### src/rtl/fpc_pkg.sv
package fpc_pkg;

    typedef enum logic [1:0] {
        PH_IDLE   = 2'd0,
        PH_EXPOSE = 2'd1,
        PH_CONV   = 2'd2,
        PH_XMIT   = 2'd3
    } phase_e;

    localparam int NUM_BLK  = 5;
    localparam int BLK_REF  = 0;
    localparam int BLK_RAMP = 1;
    localparam int BLK_CDIG = 2;
    localparam int BLK_CMUL = 3;
    localparam int BLK_SER  = 4;

    // Phase in which a peripheral block does its work
    function automatic phase_e blk_phase(input int blk);
        return (blk == BLK_SER) ? PH_XMIT : PH_CONV;
    endfunction

    // Phase whose tail carries the settle lead for a given working phase
    function automatic phase_e lead_phase(input phase_e ph);
        case (ph)
            PH_CONV: return PH_EXPOSE;
            PH_XMIT: return PH_CONV;
            PH_EXPOSE: return PH_IDLE;
            default: return PH_XMIT;
        endcase
    endfunction

endpackage

### src/rtl/fpc_period_timer.sv
module fpc_period_timer #(
    parameter int PER_W = 20
) (
    input  logic             clk,
    input  logic             rst_n,
    input  logic             load_i,
    input  logic [PER_W-1:0] period_i,
    output logic             expired_o
);

    logic [PER_W-1:0] cnt_d, cnt_q;

    always_comb begin
        cnt_d = cnt_q;
        if (load_i) begin
            cnt_d = (period_i == '0) ? '0 : period_i - 1'b1;
        end else if (cnt_q != '0) begin
            cnt_d = cnt_q - 1'b1;
        end
    end

    always_ff @(posedge clk or negedge rst_n) begin
        if (!rst_n) cnt_q <= '0;
        else        cnt_q <= cnt_d;
    end

    assign expired_o = (cnt_q == '0);

endmodule

### src/rtl/fpc_gate_map.sv
module fpc_gate_map
    import fpc_pkg::*;
#(
    parameter int CNT_W   = 12,
    parameter int N_BLK   = NUM_BLK
) (
    input  phase_e           phase_i,
    input  logic [CNT_W-1:0] cnt_i,
    input  logic [CNT_W-1:0] settle_conv_i,
    input  logic [CNT_W-1:0] settle_xmit_i,
    output logic [N_BLK-1:0] en_o
);

    for (genvar b = 0; b < N_BLK; b++) begin : g_blk
        localparam phase_e USE  = blk_phase(b);
        localparam phase_e LEAD = lead_phase(USE);
        logic [CNT_W-1:0] lead_cyc;
        assign lead_cyc = (USE == PH_XMIT) ? settle_xmit_i : settle_conv_i;
        // cnt_i holds the cycles left in the current phase after this one
        assign en_o[b] = (phase_i == USE) ||
                         ((phase_i == LEAD) && (cnt_i < lead_cyc));
    end

endmodule

### src/rtl/frame_phase_seq.sv
module frame_phase_seq
    import fpc_pkg::*;
#(
    parameter int CNT_W = 12,
    parameter int PER_W = 20
) (
    input  logic             clk,
    input  logic             rst_n,
    input  logic             trig_i,
    input  logic             periodic_i,
    input  logic             stop_req_i,
    input  logic [CNT_W-1:0] exp_len_i,
    input  logic [CNT_W-1:0] conv_len_i,
    input  logic [CNT_W-1:0] xmit_len_i,
    input  logic [CNT_W-1:0] settle_conv_i,
    input  logic [CNT_W-1:0] settle_xmit_i,
    input  logic [PER_W-1:0] frame_period_i,
    output logic [1:0]       phase_o,
    output logic             tts_active_o,
    output logic             ref_en_o,
    output logic             ramp_en_o,
    output logic             cdig_en_o,
    output logic             cmul_en_o,
    output logic             ser_en_o,
    output logic             overrun_o
);

    typedef struct packed {
        logic [CNT_W-1:0] exp_len;
        logic [CNT_W-1:0] conv_len;
        logic [CNT_W-1:0] xmit_len;
        logic [CNT_W-1:0] settle_conv;
        logic [CNT_W-1:0] settle_xmit;
    } cfg_t;

    typedef struct packed {
        phase_e           phase;
        logic [CNT_W-1:0] cnt;
        cfg_t             cfg;
        logic             armed;
        logic             stop_pend;
        logic             overrun;
    } seq_t;

    seq_t               s_d, s_q;
    logic [NUM_BLK-1:0] en_d, en_q;
    logic               start;
    logic               stop_now;
    logic               per_expired;

    function automatic logic [CNT_W-1:0] len_to_cnt(input logic [CNT_W-1:0] len);
        return (len == '0) ? '0 : len - 1'b1;
    endfunction

    fpc_period_timer #(
        .PER_W (PER_W)
    ) period_i (
        .clk       (clk),
        .rst_n     (rst_n),
        .load_i    (start),
        .period_i  (frame_period_i),
        .expired_o (per_expired)
    );

    always_comb begin
        s_d      = s_q;
        start    = 1'b0;
        stop_now = s_q.stop_pend | stop_req_i;

        if (s_q.phase == PH_IDLE) begin
            if (stop_now) begin
                s_d.armed     = 1'b0;
                s_d.stop_pend = 1'b0;
            end
            start = trig_i | (s_q.armed & per_expired & ~stop_now);
            if (start) begin
                s_d.phase           = PH_EXPOSE;
                s_d.cfg.exp_len     = exp_len_i;
                s_d.cfg.conv_len    = conv_len_i;
                s_d.cfg.xmit_len    = xmit_len_i;
                s_d.cfg.settle_conv = settle_conv_i;
                s_d.cfg.settle_xmit = settle_xmit_i;
                s_d.cnt             = len_to_cnt(exp_len_i);
                if (trig_i) s_d.armed = periodic_i;
            end
        end else begin
            if (stop_req_i) s_d.stop_pend = 1'b1;
            if (trig_i)     s_d.overrun   = 1'b1;
            if (s_q.cnt != '0) begin
                s_d.cnt = s_q.cnt - 1'b1;
            end else begin
                case (s_q.phase)
                    PH_EXPOSE: begin
                        s_d.phase = PH_CONV;
                        s_d.cnt   = len_to_cnt(s_q.cfg.conv_len);
                    end
                    PH_CONV: begin
                        s_d.phase = PH_XMIT;
                        s_d.cnt   = len_to_cnt(s_q.cfg.xmit_len);
                    end
                    default: begin
                        s_d.phase = PH_IDLE;
                        s_d.cnt   = '0;
                    end
                endcase
            end
        end
    end

    // Enables are decoded from the next state and registered, so each
    // power enable leaves the block straight from a flop.
    fpc_gate_map #(
        .CNT_W (CNT_W),
        .N_BLK (NUM_BLK)
    ) gate_i (
        .phase_i       (s_d.phase),
        .cnt_i         (s_d.cnt),
        .settle_conv_i (s_d.cfg.settle_conv),
        .settle_xmit_i (s_d.cfg.settle_xmit),
        .en_o          (en_d)
    );

    always_ff @(posedge clk or negedge rst_n) begin
        if (!rst_n) begin
            s_q  <= '0;
            en_q <= '0;
        end else begin
            s_q  <= s_d;
            en_q <= en_d;
        end
    end

    assign phase_o      = s_q.phase;
    assign tts_active_o = (s_q.phase == PH_EXPOSE);
    assign ref_en_o     = en_q[BLK_REF];
    assign ramp_en_o    = en_q[BLK_RAMP];
    assign cdig_en_o    = en_q[BLK_CDIG];
    assign cmul_en_o    = en_q[BLK_CMUL];
    assign ser_en_o     = en_q[BLK_SER];
    assign overrun_o    = s_q.overrun;

endmodule

### config.mk
export PLATFORM = sky130hd
export DESIGN_NAME = frame_phase_seq
export DESIGN_NICKNAME = d
export VERILOG_FILES = /design/src/rtl/fpc_pkg.sv /design/src/rtl/fpc_period_timer.sv /design/src/rtl/fpc_gate_map.sv /design/src/rtl/frame_phase_seq.sv
export SDC_FILE = /design/constraint.sdc
export NUM_CORES = 1
export LEC_CHECK = 0
export BUFFER_PORTS_ARGS = -buffer_cell sky130_fd_sc_hd__buf_2
export CAP_MARGIN = 10
export CORE_MARGIN = 10
export CORE_UTILIZATION = 63
export CTS_CLUSTER_DIAMETER = 30
export DETAILED_ROUTE_END_ITERATION = 7
export PLACE_DENSITY_LB_ADDON = 0.08
export SLEW_MARGIN = 20
export SYNTH_ARGS = -nofsm -noshare
export SYNTH_HDL_FRONTEND = slang
export SYNTH_HIERARCHICAL = 1
export SYNTH_SLANG_ARGS = --single-unit
### constraint.sdc
create_clock -name clk -period 10.55 [get_ports clk]
set_clock_uncertainty 0.2 [all_clocks]
set_input_delay 0.5275 -clock clk [delete_from_list [all_inputs] [get_ports clk]]
set_output_delay 0.5275 -clock clk [all_outputs]
set_load 0.1 [all_outputs]
# Yosys cells after proc, flatten, opt, wreduce, memory -nomap -nowiden
# Cells that the tools add are included.
[totals]
inputBits = 85
out_inout_bits = 9
reg_bits = 102
[classes]
reduce_logical = 17
n_lt_le_gt_ge = 2
n_addsub = 6
n_mux = 17
bitwise_logic = 6
eq_ne = 6
[ops]
columns = ["cell", "count"]
rows = [
  ["$mux W75", 1],
  ["$mux W20", 3],
  ["$mux W12", 4],
  ["$sub A12 B1 Y12 const B", 4],
  ["$logic_not A20 Y1", 2],
  ["$sub A20 B1 Y20 const B", 2],
  ["$logic_not A12 Y1", 3],
  ["$pmux W14 S2", 1],
  ["$mux W25", 1],
  ["$lt A12 B12 Y1", 2],
  ["$reduce_bool A20 Y1", 1],
  ["$mux W14", 1],
  ["$reduce_bool A12 Y1", 1],
  ["$eq A2 B2 Y1 const B", 3],
  ["$reduce_and A2 Y1", 3],
  ["$eq A2 B1 Y1 const B", 2],
  ["$mux W1", 4],
  ["$mux W2", 2],
  ["$reduce_bool A2 Y1", 2],
  ["$and A1 B1 Y1", 2],
  ["$logic_and A1 B1 Y1", 2],
  ["$logic_not A2 Y1", 1],
  ["$logic_or A1 B1 Y1", 2],
  ["$ne A2 B2 Y1 const B", 1],
  ["2 further kinds", 4],
]

# Longest topological paths before layout
# Gate-level depths: netlist of the first run.
[depth]
depth_word = 9
ltp_mapped = 18

# Hierarchy
# The synthesis of the first run kept the hierarchy.
[modules_own_cells]
columns = ["module", "seq_area_each_um2", "area_each_um2", "n_inst", "cells_each"]
rows = [
  ["frame_phase_seq", 1751.7, 3903.7, 1, 362],
  ["fpc_period_timer", 500.5, 1631.6, 1, 177],
  ["fpc_gate_map", 0.0, 589.3, 1, 80],
]

# Least setup slack after synthesis of the first run
# Ideal clock, no wire load.
[synth_path]
path_type = "register to register"
startpoint = "register period_i.cnt_q[0]"
endpoint = "register en_q[1]"
required_ps = 10235
synth_period_minus_slack_ps = 4322
slack_ps = 6228
arrival_ps = 4007
setup_ps = 115
path_stages_with_launch = 19
cell_sequence = "dfrtp_1 > inv_1 > ha_1 > or4b_1 > or3_4 > or2_1 > buf_6 > inv_1 > a31oi_1 > a21oi_1 > clkbuf_1 > a221oi_1 > a31oi_1 > ha_1 > o21a_1 > nor2_1 > or4b_1 > a32o_1 > buf_4"
[synth_lines]
columns = ["element", "line", "source"]
rows = [
  ["from (decl)", "fpc_period_timer.sv:11", "logic [PER_W-1:0] cnt_d, cnt_q;"],
  ["from (signal assigned)", "fpc_period_timer.sv:24", "else cnt_q <= cnt_d;"],
  ["to (signal assigned)", "frame_phase_seq.sv:129", "en_q <= en_d;"],
  ["to (decl)", "frame_phase_seq.sv:46", "logic [NUM_BLK-1:0] en_d, en_q;"],
]

==> results of run 1 <==
==> cells by family after synthesis <==
group / count (synthesis) / synth area share
fa+ha+maj: 35 / 0.0715
buf+inv: 75 / 0.0519
compound gates: 113 / 0.138
simple gates: 193 / 0.188
mux: 54 / 0.0981
flops: 90 / 0.368
xor+xnor: 59 / 0.0844
==> layer usage <==
layer / wire (um) / global-route usage / vias up / part of all wire
met1: 6680 / 0.284 / 2508 / 0.43
met4: 298 / 0.0595 / 0 / 0.019
met3: 910 / 0.0357 / 33 / 0.059
met5: 0 / 0 / - / 0
met2: 7490 / 0.343 / 177 / 0.49
li1: - / - / 2438 / -
==> power by group through the flow <==
stage	clock (mW)	sequential (mW)	combinational, mW
finish	0.261	0.670	0.989
global route	0.278	0.694	1.09
CTS	0.261	0.666	0.979
detailed placement	0	0.674	0.970
global placement	0	0.660	0.938
floorplan	0	0.686	0.726
==> worst max-delay path by stage <==
stage / to / startpoint / slack (ns)
after floorplan: en_q[1]$_DFF_PN0_ / period_i/cnt_q[0]$_DFFE_PN0P_ / 6.23
after global routing: en_q[0]$_DFF_PN0_ / period_i/cnt_q[0]$_DFFE_PN0P_ / 5.04
final: en_q[0]$_DFF_PN0_ / period_i/cnt_q[0]$_DFFE_PN0P_ / 5.41
after detailed placement: en_q[0]$_DFF_PN0_ / period_i/cnt_q[0]$_DFFE_PN0P_ / 5.52
after CTS: en_q[0]$_DFF_PN0_ / period_i/cnt_q[0]$_DFFE_PN0P_ / 5.51
after global placement: en_q[0]$_DFF_PN0_ / period_i/cnt_q[0]$_DFFE_PN0P_ / 5.68
==> Yosys cell counts, types with 8 or more instances <==
cell type	number	area [um2]
ha_1	35	438
o31ai_1	8	60.1
xor2_1	28	245
nor4_1	14	87.6
dfrtp_1	90	2250
a221oi_1	11	96.3
nand2_1	28	105
nor2_1	45	169
a21oi_1	23	115
a2bb2oi_1	13	114
o21ai_0	9	45.0
nor3_1	16	80.1
inv_1	47	176
clkbuf_1	18	67.6
or3_1	9	56.3
mux2_2	48	541
xnor2_1	31	272
or4_1	12	90.1
==> area by class of cell <==
cell class,instances,area (um2),share of cell area
clock inverters,7,93.8,0.0136
clock buffers,9,124,0.0180
multi-input cells,454,3560,0.517
flip-flops and latches,90,2250,0.328
well taps,129,161,0.0235
inverters,48,180,0.0262
repair buffers,98,508,0.0739
==> metrics by stage <==
step           hold slack, ns  setup slack (ns)
6_report                0.177              5.41
5_1_grt                 0.170              5.04
2_1_floorplan          0.0319              6.23
3_3_place_gp            0.237              5.68
3_5_place_dp            0.238              5.52
4_1_cts                 0.183              5.51
==> state kept, by name (all words and copies together), names as in the netlist <==
register        count
s_q                62
period_i/cnt_q     20
en_q                5
phase_o             2
overrun_o           1
==> qor.txt, run 1 <==
post-synthesis cell area -> 6120 um2
commonest cells after routing, fill and taps aside -> buf_2 (92), dfrtp_1 (90), mux2_2 (48), inv_1 (47), nor2_1 (45)
fin crit share -> 0.487
FILL cells -> 740
routability cong. -> 0.922
Reg power frac -> 0.349
first-pass GRT wire length -> 25,100 um
Setup crit end kind -> register
async set-reset flop share out of synthesis -> 1.00
Clock Sink Count -> 90
Layout Nets -> 821
Die Height -> 119 um
sw frac -> 0.457
Worst Hold Class -> primary input to register
I/O pin total -> 94
post-route ant nets -> 0
Critical Path Start Type -> register
fmax -> 0.194 GHz
Synth Register Bits -> 90
WL final -> 15,400 um
DRC -> 0
Netlist cell types -> 69
Seq/Total Area, Yosys -> 0.368
DP Cell Count -> 818
Post-synth top flop -> dfrtp_1
Core Box Area -> 9370 um2
Port Buf Inserts -> 93
Power Dens Cells -> 279 nW/um2
clock latency on the worst-skew pair -> 0.37 ns
GRT Overall Usage -> 0.212
Initial DRT Pass Iterations -> 5
WL/cell -> 18.4 um
status -> finished clean
crit-path max FO -> 16
DPL Wire Length -> 11,800 um
CTS tree -> done
Ys Warns -> 6
Site Rows -> 35
Layout area overhead -> 12.3%
clock share of power -> 0.136
final setup fails -> 0
Comb power frac -> 0.515
post-CTS resize count -> 0
placed cell area -> 6650 um2
vias in the first global route -> 5,094
RSZ-0062 raised after global routing -> false
Util after Layout -> 0.734
Num CTS Buffers -> 9
Crit path max-delay family -> compound AO/OA/AOI/OAI gates
hold-fix buffers at CTS -> 1
Leak -> 3.04 nW
data required time of the worst path -> 10.65 ns
Initial DRC Count -> 329
die width -> 119 um
initial antenna violation count -> 0
Worst Hold End -> s_q[46]$_DFFE_PN0P_
Post-Syn Instances -> 619
critical path's slowest cell -> a21oi_1
Slew HR -> 0.258
hold depth -> 2
final hold violations -> 0
worst-path cell chain -> inv_1, ha_1, or4b_1, or3_4, or2_1, inv_1, a31oi_1, buf_4, a21oi_1, a221oi_1, a221oi_1, ha_1, a21oi_1, o21ai_1, a2111oi_0, a32o_1
grt ovf -> 0
r2r setup slk -> 5.41 ns
total die area -> 14,100 um2
Worst EP arrival -> 5.24 ns
worst reg2reg path endpoint -> en_q[0]$_DFF_PN0_
post-DR vias/cell -> 6.17
CTS Root Cell -> clkbuf_8
H-tree Lvls -> 3
post-CTS setup buffer count -> 0
commonest non-fill, non-tap cell in the layout -> buf_2
Buffers & Inverters on Critical Path -> 3
VDD IR max -> 152 uV
clock transition at the registers of the reported paths -> 0.11 ns
r2r startpoint -> period_i/cnt_q[0]$_DFFE_PN0P_
Mapped Nets -> 739
largest net degree at the start of global routing -> 68
Least-Margin Pin Slew -> 1.11 ns
EDFF count, synth -> 0
Final Slew Violations -> 0
layout cells sized above 1 -> 0.266
Total Power -> 1.92 mW
Max Cap Viol -> 0
post-route cell area -> 6880 um2
post-route minimum period -> 5.14 ns
Max stage delay on crit path -> 0.70 ns
Syn Area/Cell -> 9.89 um2
Pint -> 1.04 mW
r2r worst-path depth -> 16
n_diodes -> 0
Via Count -> 5,156
Hold Path Origin -> conv_len_i[7]
Fin Setup TNS -> 0 ns
net load switching power -> 877 uW
Crit path depth -> 16
Crit Path Class -> register to register
starting density of the core -> 0.654
CTS Buffer Depth -> 2
fin cells -> 835
Note: power is estimated with default switching activity, not from simulation.
==> run 2: changes to the inputs <==
- CORE_UTILIZATION: 63 -> 52
- clock period: 10.55 -> 4.7 ns (I/O delays scaled with it)
==> qor.txt, run 2 (synthesis gave the netlist of run 1 again) <==
status -> finished clean
fmax -> 0.230 GHz (+18%)
clock transition at the registers of the reported paths -> 0.06 ns (-0.05 ns)
Layout Nets -> 890 (+8.4%)
DRC -> 0 (unchanged)
post-route minimum period -> 4.35 ns (-0.796 ns)
biggest regs -> s_q: 62 flops, period_i/cnt_q: 20 flops, en_q: 5 flops
clock latency on the worst-skew pair -> 0.35 ns (-0.02 ns)
commonest cells after routing, fill and taps aside -> buf_2 (92), dfrtp_1 (90), dlygate4sd3_1 (53), mux2_2 (48), inv_1 (47)
I/O pin total -> 94 (unchanged)
Site Rows -> 39 (+11%)
worst-path cell chain -> inv_1, ha_1, or4b_1, or3_4, or2_1, inv_1, a31oi_1, a21oi_1, buf_4, a221oi_1, a221oi_1, ha_1, a21oi_1, o21ai_1, a2111oi_0, a32o_1
RSZ-0062 raised after global routing -> false
Slew HR -> 0.383 (+0.124)
vias in the first global route -> 5,536 (+8.7%)
Num CTS Buffers -> 9 (unchanged)
Layout area overhead -> 24.3%
hold depth -> 3 (+1)
DR WL met2 -> 7770 um (+3.7%)
VDD IR max -> 380 uV (+150%)
Max stage delay on crit path -> 0.43 ns (-0.27 ns)
critical path's slowest cell -> a221oi_1
Initial DRT Pass Iterations -> 6 (+1)
WL final -> 16,200 um (+5.4%)
post-DR vias/cell -> 5.81 (-5.9%)
Buffers & Inverters on Critical Path -> 3 (unchanged)
Core Box Area -> 11,500 um2 (+22%)
fin crit share -> 0.925 (+0.437)
WL/cell -> 17.7 um (-3.9%)
Power Dens Cells -> 597 nW/um2 (+110%)
Clock Sink Count -> 90 (unchanged)
n_diodes -> 0 (unchanged)
r2r worst-path depth -> 16 (unchanged)
data required time of the worst path -> 4.76 ns (-5.89 ns)
die width -> 129 um (+8.4%)
Via Count -> 5,325 (+3.3%)
Fin Setup TNS -> 0 ns (unchanged)
WL met3 -> 1020 um (+12%)
Crit Path Class -> register to register
Max Cap Viol -> 0 (unchanged)
Final Slew Violations -> 0 (unchanged)
post-route ant nets -> 0 (unchanged)
commonest non-fill, non-tap cell in the layout -> buf_2
r2r setup slk -> 0.35 ns (-5.05 ns)
H-tree Lvls -> 3 (unchanged)
layout cells sized above 1 -> 0.263 (-0.00368)
number of flip-flops in the largest register -> 62 (unchanged)
Least-Margin Pin Slew -> 0.924 ns (-0.186 ns)
CTS tree -> done
routability cong. -> 0.898 (-2.7%)
Worst Hold End -> period_i/cnt_q[18]$_DFFE_PN0P_
top routing layer in use -> met4
Die Height -> 129 um (+8.4%)
Worst Hold Class -> primary input to register
Reg with most FFs -> s_q
Setup crit end kind -> register
total die area -> 16,500 um2 (+17%)
Port Buf Inserts -> 93 (unchanged)
largest net degree at the start of global routing -> 47 (-31%)
Hold Path Origin -> frame_period_i[18]
initial antenna violation count -> 0 (unchanged)
post-CTS setup buffer count -> 0 (unchanged)
GRT Overall Usage -> 0.201 (-0.0104)
Initial DRC Count -> 468 (+42%)
M1 WL -> 7080 um (+6.1%)
Crit path max-delay family -> compound AO/OA/AOI/OAI gates
starting density of the core -> 0.534 (-0.119)
DPL Wire Length -> 12,400 um (+4.7%)
crit-path max FO -> 5 (-11)
r2r startpoint -> period_i/cnt_q[1]$_DFFE_PN0P_
fin cells -> 916 (+9.7%)
CTS Root Cell -> clkbuf_16
worst reg2reg path endpoint -> en_q[2]$_DFF_PN0_
Leak -> 3.37 nW (+11%)
first-pass GRT wire length -> 27,300 um (+8.8%)
grt ovf -> 0 (unchanged)
CTS Buffer Depth -> 2 (unchanged)
Worst EP arrival -> 4.41 ns (-0.83 ns)
DP Cell Count -> 849 (+3.8%)
final setup fails -> 0 (unchanged)
Critical Path Start Type -> register
final hold violations -> 0 (unchanged)
==> run 2: final cells by class <==
type                    instances  area [um2]
well taps                     143         179
fillers                       911        3850
multi-input cells             454        3560
repair buffers                167        1160
clock inverters                 4        51.3
flip-flops and latches         90        2250
clock buffers                  10         239
inverters                      48         180
==> run 2: per-layer routing <==
metal,vias up,global-route usage
li1,2573,-
met1,2557,0.259
met2,167,0.329
met3,28,0.0464
met4,0,0.0655
met5,-,0
==> run 2: power by group <==
group | internal [mW] | switching (mW)
sequential | 1.15 | 0.365
combinational | 1.03 | 1.28
clock | 0.422 | 0.301
total | 2.60 | 1.95
==> run 2: how the worst max path moves through the flow <==
stage          cells after the start                end                     startpoint  slack, ns
2_1_floorplan                     18  en_q[1]$_DFF_PN0_  period_i/cnt_q[0]$_DFFE_PN0P_       0.38
3_3_place_gp                      16  en_q[1]$_DFF_PN0_  period_i/cnt_q[0]$_DFFE_PN0P_       0.41
3_5_place_dp                      16  en_q[3]$_DFF_PN0_  period_i/cnt_q[1]$_DFFE_PN0P_       0.35
4_1_cts                           16  en_q[2]$_DFF_PN0_  period_i/cnt_q[1]$_DFFE_PN0P_       0.34
5_1_grt                           16  en_q[2]$_DFF_PN0_  period_i/cnt_q[1]$_DFFE_PN0P_      0.006
6_report                          16  en_q[2]$_DFF_PN0_  period_i/cnt_q[1]$_DFFE_PN0P_       0.35
==> run 2: stage by stage <==
stage | area [um2] | utilization | power, mW | hold slack, ns | setup WS, ns
final | 7610 | 0.664 | 4.54 | 0.0383 | 0.354
after global placement | 6790 | 0.592 | 3.69 | 0.0777 | 0.408
after CTS | 7610 | 0.664 | 4.56 | 0.0237 | 0.342
after global routing | 7610 | 0.664 | 4.92 | 0.0449 | 0.00578
after detailed placement | 6790 | 0.592 | 3.78 | 0.0913 | 0.346
after floorplan | 6120 | - | 3.17 | -0.261 | 0.378
==> run 2: timing repair <==
| item | 4_1_cts | 5_1_grt |
|---|---|---|
| gates resized for setup | 0 | 0 |
| hold buffers | 53 | 0 |
| endpoints found under the hold margin | 96 | 0 |
| setup endpoints to repair | 0 | 0 |
==> run 2: worst register-to-register path, cell delays in order (launching register included) <==
cell,delay [ns]
dfrtp_1,0.40
inv_1,0.11
ha_1,0.15
or4b_1,0.42
or3_4,0.35
or2_1,0.25
inv_1,0.06
a31oi_1,0.12
a21oi_1,0.24
buf_4,0.19
a221oi_1,0.07
a221oi_1,0.43
ha_1,0.36
a21oi_1,0.16
o21ai_1,0.08
a2111oi_0,0.40
a32o_1,0.29
==> run 3: changes to the inputs <==
- CORE_UTILIZATION: 52 -> 50
==> qor.txt, run 3 (synthesis gave the netlist of run 1 again) <==
status -> finished clean
CTS Buffer Depth -> 2 (unchanged)
Fin Setup TNS -> 0 ns (unchanged)
Worst Hold End -> period_i/cnt_q[18]$_DFFE_PN0P_
Reg with most FFs -> s_q
Worst EP arrival -> 4.33 ns (-0.08 ns)
Comb power frac -> 0.508 (about the same)
r2r setup slk -> 0.38 ns (+0.03 ns)
Slew HR -> 0.375 (-0.00714)
post-CTS resize count -> 0 (unchanged)
clock latency on the worst-skew pair -> 0.35 ns (about the same)
Crit Path Class -> register to register
commonest cells after routing, fill and taps aside -> buf_2 (92), dfrtp_1 (90), dlygate4sd3_1 (53), mux2_2 (48), inv_1 (47)
DPL Wire Length -> 12,300 um (-0.47%)
placed cell area -> 6780 um2 (-0.26%)
most used cell along the critical path -> inv_1
routability cong. -> 0.929 (+3.5%)
final worst setup slack -> 0.382 ns (+0.0279 ns)
Reg power frac -> 0.331 (-0.002)
Site Rows -> 40 (+2.6%)
post-route ant nets -> 0 (unchanged)
WL/cell -> 17.9 um (+1.3%)
I/O pin total -> 94 (unchanged)
Leak -> 3.36 nW (-0.34%)
first-pass GRT wire length -> 26,900 um (-1.4%)
critical path's slowest cell -> nand2b_2
multi-input logic area -> 3560 um2 (unchanged)
fin crit share -> 0.919 (-0.00594)
Seq. cell area -> 2250 um2 (unchanged)
post-route minimum period -> 4.32 ns (-0.0279 ns)
Critical Path Start Type -> register
Max stage delay on crit path -> 0.46 ns (+0.03 ns)
CTS Root Cell -> clkbuf_16
post-route cell area -> 7600 um2 (-0.13%)
hold-fix buffers at CTS -> 53 (unchanged)
Initial DRT Pass Iterations -> 7 (+1)
VDD IR max -> 355 uV (-6.8%)
RSZ-0062 raised after global routing -> false
M1 WL -> 7410 um (+4.6%)
CTS tree -> done
Pint -> 2.60 mW (+0.14%)
Power Dens Cells -> 599 nW/um2 (+0.41%)
Setup crit end kind -> register
post-DR vias/cell -> 5.82 (about the same)
GRT Overall Usage -> 0.199 (-0.00237)
top routing layer in use -> met4
die width -> 131 um (+1.7%)
grt ovf -> 0 (unchanged)
largest net degree at the start of global routing -> 75 (+60%)
layout cells sized above 1 -> 0.258 (-0.00484)
FILL cells -> 1,008 (+11%)
Hold Path Origin -> frame_period_i[18]
clock transition at the registers of the reported paths -> 0.07 ns (about the same)
total die area -> 17,100 um2 (+3.4%)
vias in the first global route -> 5,384 (-2.7%)
DR WL met2 -> 7980 um (+2.8%)
sw frac -> 0.429 (+0.000793)
Buffers & Inverters on Critical Path -> 3 (unchanged)
Worst Hold Class -> primary input to register
Via Count -> 5,346 (+0.39%)
WL met3 -> 843 um (-17%)
H-tree Lvls -> 3 (unchanged)
crit-path max FO -> 21 (+16)
post-CTS setup buffer count -> 0 (unchanged)
worst reg2reg path endpoint -> en_q[0]$_DFF_PN0_
Place WS -> 0.416 ns (+0.0699 ns)
clock share of power -> 0.161 (+0.002)
n_diodes -> 0 (unchanged)
biggest regs -> s_q: 62 flops, period_i/cnt_q: 20 flops, en_q: 5 flops
Core Box Area -> 12,000 um2 (+4.7%)
DRC -> 0 (unchanged)
Clock Sink Count -> 90 (unchanged)
worst-path cell chain -> inv_1, ha_1, or4b_1, or3_4, or2_1, inv_1, a31oi_1, nand2b_2, mux2_2, inv_1, ha_1, and4_1, or4b_1, a32o_1
number of flip-flops in the largest register -> 62 (unchanged)
Num CTS Buffers -> 9 (unchanged)
Layout Nets -> 887 (-0.34%)
initial antenna violation count -> 0 (unchanged)
net load switching power -> 1.96 mW (+0.46%)
r2r worst-path depth -> 14 (-2)
Crit path max-delay family -> simple AND/OR/NAND/NOR gates
hold depth -> 3 (unchanged)
Total Power -> 4.56 mW (+0.28%)
starting density of the core -> 0.510 (-0.0242)
r2r startpoint -> period_i/cnt_q[0]$_DFFE_PN0P_
final setup fails -> 0 (unchanged)
final hold violations -> 0 (unchanged)
Initial DRC Count -> 422 (-9.8%)
Die Height -> 131 um (+1.7%)
Final Slew Violations -> 0 (unchanged)
Max Cap Viol -> 0 (unchanged)
WL final -> 16,500 um (+1.6%)
Least-Margin Pin Slew -> 0.937 ns (+0.0127 ns)
fmax -> 0.232 GHz (+0.65%)
Port Buf Inserts -> 93 (unchanged)
data required time of the worst path -> 4.71 ns (-0.05 ns)
commonest non-fill, non-tap cell in the layout -> buf_2
Layout area overhead -> 24.2%
run 3: cell types whose count changed in the layout (fill, tap and decap cells not counted), sizes merged:
cell | previous run | this run
buf | 114 | 111
clkbuf | 10 | 13
clkinvlp | 1 | 0
run 3: through the flow:
| step | hold slack (ns) | util | instances |
|---|---|---|---|
| 2_1_floorplan | -0.261 | - | 619 |
| 3_3_place_gp | -0.0927 | 0.564 | 850 |
| 3_5_place_dp | -0.0874 | 0.564 | 850 |
| 4_1_cts | 0.0408 | 0.633 | 919 |
| 5_1_grt | 0.0603 | 0.633 | 919 |
| 6_report | 0.0443 | 0.633 | 919 |
run 3: cell type report:
class                   instances  share of cell area
well taps                     147              0.0242
inverters                      48              0.0237
clock inverters                 3             0.00625
multi-input cells             454               0.468
flip-flops and latches         90               0.296
clock buffers                  13              0.0329
repair buffers                164               0.149
run 3: worst max-delay path by stage:
stage                             startpoint                end  slack (ns)  cells past startpoint
5_1_grt        period_i/cnt_q[0]$_DFFE_PN0P_  en_q[3]$_DFF_PN0_        0.11                     14
2_1_floorplan  period_i/cnt_q[0]$_DFFE_PN0P_  en_q[1]$_DFF_PN0_        0.38                     18
3_3_place_gp   period_i/cnt_q[0]$_DFFE_PN0P_  en_q[1]$_DFF_PN0_        0.53                     14
6_report       period_i/cnt_q[0]$_DFFE_PN0P_  en_q[0]$_DFF_PN0_        0.38                     14
3_5_place_dp   period_i/cnt_q[0]$_DFFE_PN0P_  en_q[0]$_DFF_PN0_        0.42                     14
4_1_cts        period_i/cnt_q[0]$_DFFE_PN0P_  en_q[1]$_DFF_PN0_        0.39                     14
run 3: worst reg2reg max path, cell delays in order (launching register included):
cell,delay (ns)
dfrtp_1,0.41
inv_1,0.10
ha_1,0.14
or4b_1,0.42
or3_4,0.35
or2_1,0.25
inv_1,0.06
a31oi_1,0.13
nand2b_2,0.46
mux2_2,0.36
inv_1,0.04
ha_1,0.29
and4_1,0.22
or4b_1,0.44
a32o_1,0.31
run 3: power groups by stage:
stage	Sequential, mW	Combinational (mW)	Clock, mW
floorplan	1.54	1.63	0
finish	1.51	2.31	0.735
detailed placement	1.51	2.27	0
global placement	1.49	2.19	0
CTS	1.50	2.31	0.748
global route	1.57	2.58	0.784
run 3: layer usage:
| metal | global-route usage | up-vias |
|---|---|---|
| li1 | - | 2571 |
| met1 | 0.260 | 2608 |
| met2 | 0.323 | 146 |
| met3 | 0.0427 | 21 |
| met4 | 0.0621 | 0 |
| met5 | 0 | - |
